<file path="src/rtl/pmu_pkg.sv">
package pmu_pkg;

  typedef enum logic [2:0] {
    PM_RUN   = 3'd0,
    PM_IDLE  = 3'd1,
    PM_SLEEP = 3'd2,
    PM_WAKE  = 3'd3,
    PM_TEST  = 3'd4
  } pmState_t;

  // strobes from control to datapath
  typedef struct packed {
    logic stabClr;
    logic stabStep;
  } pmStrobe_t;

  // status from datapath to control
  typedef struct packed {
    logic rstActive;
    logic rstRelease;
    logic testArmed;
    logic stabDone;
    logic wakeLow;
  } pmStatus_t;

endpackage

</file>
<file path="src/rtl/pmu_datapath.sv">
module pmu_datapath
  import pmu_pkg::*;
#(
  parameter int RST_FILT = 24,
  parameter int NUM_EXT  = 2,
  parameter int STAB_W   = 8
) (
  input  logic               clk,
  input  logic               porN,
  input  logic               rstPin,
  input  logic               addrStrobe,
  input  logic               progStrobe,
  input  logic [NUM_EXT-1:0] extIntPin,
  input  logic [NUM_EXT-1:0] extIntEn,
  input  logic [NUM_EXT-1:0] extIntLevel,
  input  logic [STAB_W-1:0]  stabDelay,
  input  pmStrobe_t          strobe,
  output pmStatus_t          status
);

  localparam int RCW = $clog2(RST_FILT + 1);
  localparam logic [RCW-1:0] FILT_MAX = RCW'(RST_FILT);

  logic [RCW-1:0]    rstCnt;
  logic              rstActive;
  logic              armReg;
  logic [STAB_W-1:0] stabCnt;
  logic              stabDone;
  logic [NUM_EXT-1:0] armedLow;

  // reset pin filter: consecutive-high counter, saturating
  always_ff @(posedge clk or negedge porN) begin
    if (!porN) begin
      rstCnt <= '0;
    end else if (!rstPin) begin
      rstCnt <= '0;
    end else if (rstCnt != FILT_MAX) begin
      rstCnt <= rstCnt + 1'b1;
    end
  end

  assign rstActive = (rstCnt == FILT_MAX);

  // test-entry sample taken on every reset cycle, last one wins
  always_ff @(posedge clk or negedge porN) begin
    if (!porN) begin
      armReg <= 1'b0;
    end else if (rstActive) begin
      armReg <= ~addrStrobe & progStrobe;
    end
  end

  // oscillator settling counter
  assign stabDone = (stabCnt >= stabDelay);

  always_ff @(posedge clk or negedge porN) begin
    if (!porN) begin
      stabCnt <= '0;
    end else if (strobe.stabClr) begin
      stabCnt <= '0;
    end else if (strobe.stabStep && !stabDone) begin
      stabCnt <= stabCnt + 1'b1;
    end
  end

  // per-pin wake qualification
  for (genvar i = 0; i < NUM_EXT; i++) begin : g_wake
    assign armedLow[i] = extIntEn[i] & extIntLevel[i] & ~extIntPin[i];
  end

  assign status.rstActive  = rstActive;
  assign status.rstRelease = rstActive & ~rstPin;
  assign status.testArmed  = armReg & ~addrStrobe;
  assign status.stabDone   = stabDone;
  assign status.wakeLow    = |armedLow;

endmodule

</file>
<file path="src/rtl/pmu_control.sv">
module pmu_control
  import pmu_pkg::*;
(
  input  logic      clk,
  input  logic      porN,
  input  logic      idleReq,
  input  logic      pdReq,
  input  logic      irqPending,
  input  pmStatus_t status,
  output pmStrobe_t strobe,
  output logic      coreClkEn,
  output logic      periClkEn,
  output logic      oscEn,
  output logic      port0Float,
  output logic      weakPull
);

  pmState_t state;
  pmState_t stateNext;

  always_comb begin
    stateNext       = state;
    strobe.stabClr  = 1'b0;
    strobe.stabStep = 1'b0;
    unique case (state)
      PM_RUN: begin
        if (pdReq)        stateNext = PM_SLEEP;
        else if (idleReq) stateNext = PM_IDLE;
      end
      PM_IDLE: begin
        if (irqPending) stateNext = PM_RUN;
      end
      PM_SLEEP: begin
        strobe.stabClr = 1'b1;
        if (status.wakeLow) stateNext = PM_WAKE;
      end
      PM_WAKE: begin
        strobe.stabStep = 1'b1;
        if (status.stabDone && !status.wakeLow) stateNext = PM_RUN;
      end
      PM_TEST: stateNext = PM_TEST;
      default: stateNext = PM_RUN;
    endcase
  end

  always_ff @(posedge clk or negedge porN) begin
    if (!porN) begin
      state <= PM_RUN;
    end else if (status.rstRelease) begin
      state <= status.testArmed ? PM_TEST : PM_RUN;
    end else if (status.rstActive) begin
      state <= PM_RUN;
    end else begin
      state <= stateNext;
    end
  end

  always_comb begin
    {coreClkEn, periClkEn, oscEn, port0Float, weakPull} = 5'b00000;
    if (status.rstActive) begin
      {coreClkEn, periClkEn, oscEn, port0Float, weakPull} = 5'b11100;
    end else begin
      unique case (state)
        PM_RUN:   {coreClkEn, periClkEn, oscEn, port0Float, weakPull} = 5'b11100;
        PM_IDLE:  {coreClkEn, periClkEn, oscEn, port0Float, weakPull} = 5'b01100;
        PM_SLEEP: {coreClkEn, periClkEn, oscEn, port0Float, weakPull} = 5'b00000;
        PM_WAKE:  {coreClkEn, periClkEn, oscEn, port0Float, weakPull} = 5'b00100;
        PM_TEST:  {coreClkEn, periClkEn, oscEn, port0Float, weakPull} = 5'b00111;
        default:  {coreClkEn, periClkEn, oscEn, port0Float, weakPull} = 5'b11100;
      endcase
    end
  end

endmodule

</file>
<file path="src/rtl/pwr_mode_ctrl.sv">
module pwr_mode_ctrl
  import pmu_pkg::*;
#(
  parameter int RST_FILT = 24,
  parameter int NUM_EXT  = 2,
  parameter int STAB_W   = 8
) (
  input  logic               clk,
  input  logic               porN,
  input  logic               rstPin,
  input  logic               addrStrobe,
  input  logic               progStrobe,
  input  logic               idleReq,
  input  logic               pdReq,
  input  logic               irqPending,
  input  logic [NUM_EXT-1:0] extIntPin,
  input  logic [NUM_EXT-1:0] extIntEn,
  input  logic [NUM_EXT-1:0] extIntLevel,
  input  logic [STAB_W-1:0]  stabDelay,
  output logic               sysRst,
  output logic               coreClkEn,
  output logic               periClkEn,
  output logic               oscEn,
  output logic               port0Float,
  output logic               weakPull
);

  pmStrobe_t strobe;
  pmStatus_t status;

  pmu_datapath #(
    .RST_FILT(RST_FILT),
    .NUM_EXT (NUM_EXT),
    .STAB_W  (STAB_W)
  ) u_dp (
    .clk        (clk),
    .porN       (porN),
    .rstPin     (rstPin),
    .addrStrobe (addrStrobe),
    .progStrobe (progStrobe),
    .extIntPin  (extIntPin),
    .extIntEn   (extIntEn),
    .extIntLevel(extIntLevel),
    .stabDelay  (stabDelay),
    .strobe     (strobe),
    .status     (status)
  );

  pmu_control u_ctl (
    .clk       (clk),
    .porN      (porN),
    .idleReq   (idleReq),
    .pdReq     (pdReq),
    .irqPending(irqPending),
    .status    (status),
    .strobe    (strobe),
    .coreClkEn (coreClkEn),
    .periClkEn (periClkEn),
    .oscEn     (oscEn),
    .port0Float(port0Float),
    .weakPull  (weakPull)
  );

  assign sysRst = status.rstActive;

endmodule

</file>
<file path="config.mk">
export PLATFORM = sky130hd
export DESIGN_NAME = pwr_mode_ctrl
export DESIGN_NICKNAME = d
export VERILOG_FILES = /design/src/rtl/pmu_pkg.sv /design/src/rtl/pmu_datapath.sv /design/src/rtl/pmu_control.sv /design/src/rtl/pwr_mode_ctrl.sv
export SDC_FILE = /design/constraint.sdc
export NUM_CORES = 1
export LEC_CHECK = 0
export BUFFER_PORTS_ARGS = -buffer_cell sky130_fd_sc_hd__buf_2
export CORE_ASPECT_RATIO = 0.8
export CORE_UTILIZATION = 30
export CTS_CLUSTER_DIAMETER = 200
export CTS_CLUSTER_SIZE = 12
export DETAILED_ROUTE_END_ITERATION = 7
export PLACE_DENSITY = 0.49
export SYNTH_ARGS = -nofsm -noshare
export SYNTH_HDL_FRONTEND = slang
export SYNTH_SLANG_ARGS = --single-unit
</file>
<file path="constraint.sdc">
create_clock -name clk -period 5.4 [get_ports clk]
set_input_delay 0.54 -clock clk [delete_from_list [all_inputs] [get_ports clk]]
set_output_delay 0.54 -clock clk [all_outputs]
set_load 0.05 [all_outputs]
</file>
### Word-level counts from Yosys, hierarchy flattened

Index checks and enable logic that the tools add are counted.
Widths: inputs -> output; s select.

* register bits: 17
* bits in latches: 0
* bits in writable memories: 0
* bits in read-only memories: 0
* output and inout port bits: 6
* logic and storage cells: 62
* memories kept: 0

* add/sub/neg operators: 2
* multiply operators: 0
* div/mod/pow operators: 0
* order comparisons: 1
* eq/ne operators: 11
* shift-type cells: 0
* mux-type cells: 23
* bitwise logic cells: 11
* reduce and logical (&&, ||, !) cells: 10

Operators by type and width (count)
* $mux 3: 8
* $mux 8: 2
* $pmux 3 s5: 1
* $mux 1: 10
* $mux 5: 2
* $ne 5x5->1 const B: 2
* $add 8x1->8 const B: 1
* $ge 8x8->1: 1
* $ne 4x3->1 const B: 2
* $and 1x1->1: 7
* $eq 3x2->1 const B: 2
* $add 5x1->5 const B: 1
* $eq 5x5->1 const B: 1
* $ne 4x4->1 const B: 1
* $not 1->1: 4
* $reduce_and 4->1: 1
* $reduce_or 4->1: 1
* $eq 3x1->1 const B: 1
* $eq 3x3->1 const B: 1
* $logic_not 3->1: 1
* $reduce_or 3->1: 1
* $logic_and 1x1->1: 2
* $logic_not 1->1: 2
* $ne 2x1->1 const B: 1
* other kinds (2): 2

### Logic depth before layout (Yosys ltp)

* depth in word-level cells: 9
* mapped depth: 7
* gate-level depth less buffers: 7

### Modules after synthesis

Synthesis repeated with hierarchy kept, for this count alone.

* cell total of the unflattened synthesis: 130
* area, all modules: 1202.4 um^2

By module, submodules not included
* pmu_datapath: instances 1, cells an instance 103, area each 993.5 um^2, sequential area each 350.3 um^2
* pmu_control: instances 1, cells an instance 27, area each 209.0 um^2, sequential area each 75.1 um^2

### Worst setup path before layout

Ideal clock, no wire load.

* path type: register -> output
* start: register u_dp.rstCnt[0]
* end: output oscEn
* data arrival time: 1.757 ns
* setup slack: 3.103 ns
* cell stages (with the launch flop): 6
* cells stage by stage: dfrtp_1 -> inv_1 -> ha_1 -> nand4b_1 -> inv_1 -> or3_1

* word-level cells in the longest chain between the ends: 2

RTL lines
* start, declared: line pmu_datapath.sv:24 `logic [RCW-1:0] rstCnt;`
* start signal, assigned: line pmu_datapath.sv:38 `rstCnt <= rstCnt + 1'b1;`
* $eq 5x5->1: line pmu_datapath.sv:42 `assign rstActive = (rstCnt == FILT_MAX);`
* net sysRst: line pwr_mode_ctrl.sv:20 `output logic sysRst,`
* $mux 1: line pmu_control.sv:60 `if (status.rstActive) begin`
* end, declared: line pwr_mode_ctrl.sv:23 `output logic oscEn,`

The timed path passes the listed nets, and every way through them passes these cells.

### Final worst setup path

* start: register u_dp.rstCnt[0]
* end: output oscEn

* word-level cells in the longest chain between the ends: 2

RTL lines (line)
* $eq 5x5->1: pmu_datapath.sv:42
* $mux 1: pmu_control.sv:60

Every way passes these cells.

==> flow_summary.toml <==
[critical_path]
critPathKind = "reg2out"
max_fo_critical_path = 9
critical_path_arrival_ns = 2.01
worstSetupEndpointType = "primary output"
timing.critical_path.required_ns = 4.86
reg2reg_slack_ns = 3.21
setup.worst_path.start_class = "flop"
r2r_path_start = "u_dp.stabCnt[0]"
timing.reg2reg.worst_path_depth = 7
reg2reg_to = "u_dp.stabCnt[3]"

[power_and_ir_drop]
powerDensity_nw_per_um2 = 366
vdd_ir_drop_max_v = 0.000174
p_leak_nw = 0.722

[synth]
area_share_of_the_largest_cell_type_after_synthesis_pct = 35.9
postSynthCellCount = 136
post_synth_edffs = 0
synth_cell_type_count = 38
synth_area_per_cell_um2 = 8.70
yosys.cell_count.top_type = "sky130_fd_sc_hd__dfrtp_1"
syn_area_um2 = 1180
syn_nets = 169
synth.yosys.seq_area_share_pct = 35.9
ys_flop_type = "sky130_fd_sc_hd__dfrtp_1"
synth_area_leaders = "sky130_fd_sc_hd__dfrtp_1 36%, sky130_fd_sc_hd__ha_1 12%, sky130_fd_sc_hd__inv_1 4.4%"
postSynthRegisterBits = 17
netlist_top_cells_count = "17 x sky130_fd_sc_hd__dfrtp_1, 14 x sky130_fd_sc_hd__inv_1, 14 x sky130_fd_sc_hd__nand2_1"
yosys_warnings = 0
synthDominantAreaCellType = "sky130_fd_sc_hd__dfrtp_1"
ys_async_sr_fraction_pct = 100

[global_route]
grt_pass1_wl_um = 4210
number_of_global_route_vias_before_repair = 921
overflow = 0
grt_antenna_before_repair = 0
gr-usage-all-layers_pct = 13.0
pin_count_of_the_biggest_net_entering_global_routing = 24

[timing]
timing.setup.tns_ns = 0
grt_setup_unrepaired = "no"
timing_max_transition_violations_final = 0
post-route-worst-setup-slack_ns = 2.85
timing_worst_slew_pin_value_ns = 0.656
final.period_utilization_pct = 47.2
finalHoldViolations = 0
skew_ns = 0.00360
slew_headroom_pct = 56.3
final_period_minus_worst_setup_slack_ns = 2.55
final-setup-viol-count = 0
smallest_hold_slack_ns = 0.205
max_freq_ghz = 0.393

[finish]
ratio_of_cells_with_drive_above_1_in_the_final_layout_pct = 20.9
utilization_pct = 37.5
syn_to_final_growth_pct = 19.6
final_design_area_no_fill_um2 = 1420
fillCellCount = 388
ant_diodes = 0
nets = 197

[detailed_routing]
post_drt_via_cell_ratio = 4.88
vias = 1063
finalWirelength_um = 2600
postRouteAntennaNets = 0
mean_routed_wirelength_per_cell_um = 11.9
route.detailed.drc = 0
drt_first_iter_violations = 37
drt_pass1_iterations = 4

[placement]
io_buffers = 27
globalplace.congestion = 0.727
worst_case_setup_slack_after_placement_ns = 3.00
placed_area_um2 = 1370
place.detailed.hpwl_um = 1950

[die]
die_area_um2 = 4200
placementRows = 20
initial_core_util_pct = 31.3
die_x_um = 72.2
floorplan.core_area_um2 = 3780
die_height_um = 58.2
floorplan.io_pins = 28

[clock_network]
clock_insertion_delay_worst_skew_ns = 0.25
root_buffer = "sky130_fd_sc_hd__clkbuf_8"
numCtsBuffers = 3
clock_tree.htree_level_count = 1
max-clock-path-buffers = 2
tritoncts = "yes"
cts_setup_buffers = 0
cts.repair.resized = 0
clock_sink_count = 17
cts.hold.buffers_added = 0
clkTransAtPathRegs_ns = 0.07

[flow_run]
count_of_max_cap_constraint_violations = 0

[worst_hold_path]
hold_path.class = "in2async"

[outcome]
run_status = "completed"
[through the flow]
| step | std cells | power (mW) |
|---|---|---|
| final | 218 | 0.518 |
| after global routing | 218 | 0.559 |
| after CTS | 218 | 0.522 |
| after detailed placement | 214 | 0.422 |
| after global placement | 214 | 0.417 |
| after floorplan | 136 | 0.365 |
[where the power goes]
| group | switching [mW] | internal [mW] | total [mW] |
|---|---|---|---|
| sequential | 0.0510 | 0.152 | 0.203 |
| combinational | 0.130 | 0.0869 | 0.217 |
| clock | 0.0472 | 0.0513 | 0.0985 |
| total | 0.229 | 0.290 | 0.518 |
[registers in the layout, summed over array words and instances (netlist names)]
signal        count
u_ctl.state       3
u_dp.rstCnt       5
u_dp.armReg       1
u_dp.stabCnt      8
[cell type report]
| class | instances | area, um2 | share of cell area [%] |
|---|---|---|---|
| clock inverter | 1 | 5.00 | 0.354 |
| multi-input combinational | 101 | 687 | 48.5 |
| clock buffer | 3 | 41.3 | 2.92 |
| tap | 55 | 68.8 | 4.86 |
| timing repair buffer | 27 | 135 | 9.55 |
| inverter | 14 | 52.6 | 3.71 |
| sequential | 17 | 425 | 30.1 |
[critical path, stage by stage (launching register included)]
cell and delay [ns]:
sky130_fd_sc_hd__dfrtp_1 0.40, sky130_fd_sc_hd__inv_1 0.08, sky130_fd_sc_hd__ha_1 0.20, sky130_fd_sc_hd__nand4b_1 0.28, sky130_fd_sc_hd__inv_1 0.21, sky130_fd_sc_hd__or3_1 0.38
sky130_fd_sc_hd__buf_2 0.22
[metal layers]
layer / routed length (um) / track usage [%]
met4: 0 / 1.96
met2: 1100 / 19.6
met5: 0 / 0
met1: 1370 / 19.0
met3: 132 / 3.13
[cell families after synthesis]
kind of cell             synth area share [%]
AO/OA/AOI/OAI                            20.4
flip-flops                               35.9
XOR/XNOR                                 2.22
buffers and inverters                    6.03
AND/OR/NAND/NOR                          23.8
adder cells (fa/ha/maj)                  11.6
[worst max path at each step]
stage                   start               to  slack, ns  cells after the start
2_1_floorplan  u_dp.rstCnt[0]            oscEn       3.10                      5
3_3_place_gp     stabDelay[0]  u_dp.stabCnt[3]       3.05                      7
3_5_place_dp     stabDelay[0]  u_dp.stabCnt[6]       3.00                      7
4_1_cts        u_dp.rstCnt[0]            oscEn       2.86                      6
5_1_grt        u_dp.rstCnt[0]            oscEn       2.73                      6
6_report       u_dp.rstCnt[0]            oscEn       2.85                      6
[layout by cell type, fill, tap and decap left out, types with 3 or more instances in the layout]
cell / Yosys / routed
sky130_fd_sc_hd__a211oi_1: 4 / 4
sky130_fd_sc_hd__a21oi_1: 5 / 5
sky130_fd_sc_hd__a31oi_1: 3 / 3
sky130_fd_sc_hd__and2_1: 5 / 5
sky130_fd_sc_hd__and3_1: 4 / 4
sky130_fd_sc_hd__buf_2: 0 / 27
sky130_fd_sc_hd__clkbuf_8: 0 / 3
sky130_fd_sc_hd__dfrtp_1: 17 / 17
sky130_fd_sc_hd__ha_1: 11 / 11
sky130_fd_sc_hd__inv_1: 14 / 14
sky130_fd_sc_hd__nand2_1: 14 / 14
sky130_fd_sc_hd__nand3_1: 8 / 8
sky130_fd_sc_hd__nand4_1: 3 / 3
sky130_fd_sc_hd__nor2_1: 7 / 7
sky130_fd_sc_hd__o211ai_1: 4 / 4
sky130_fd_sc_hd__o21ai_0: 7 / 7
(Power assumes the default switching activity.)
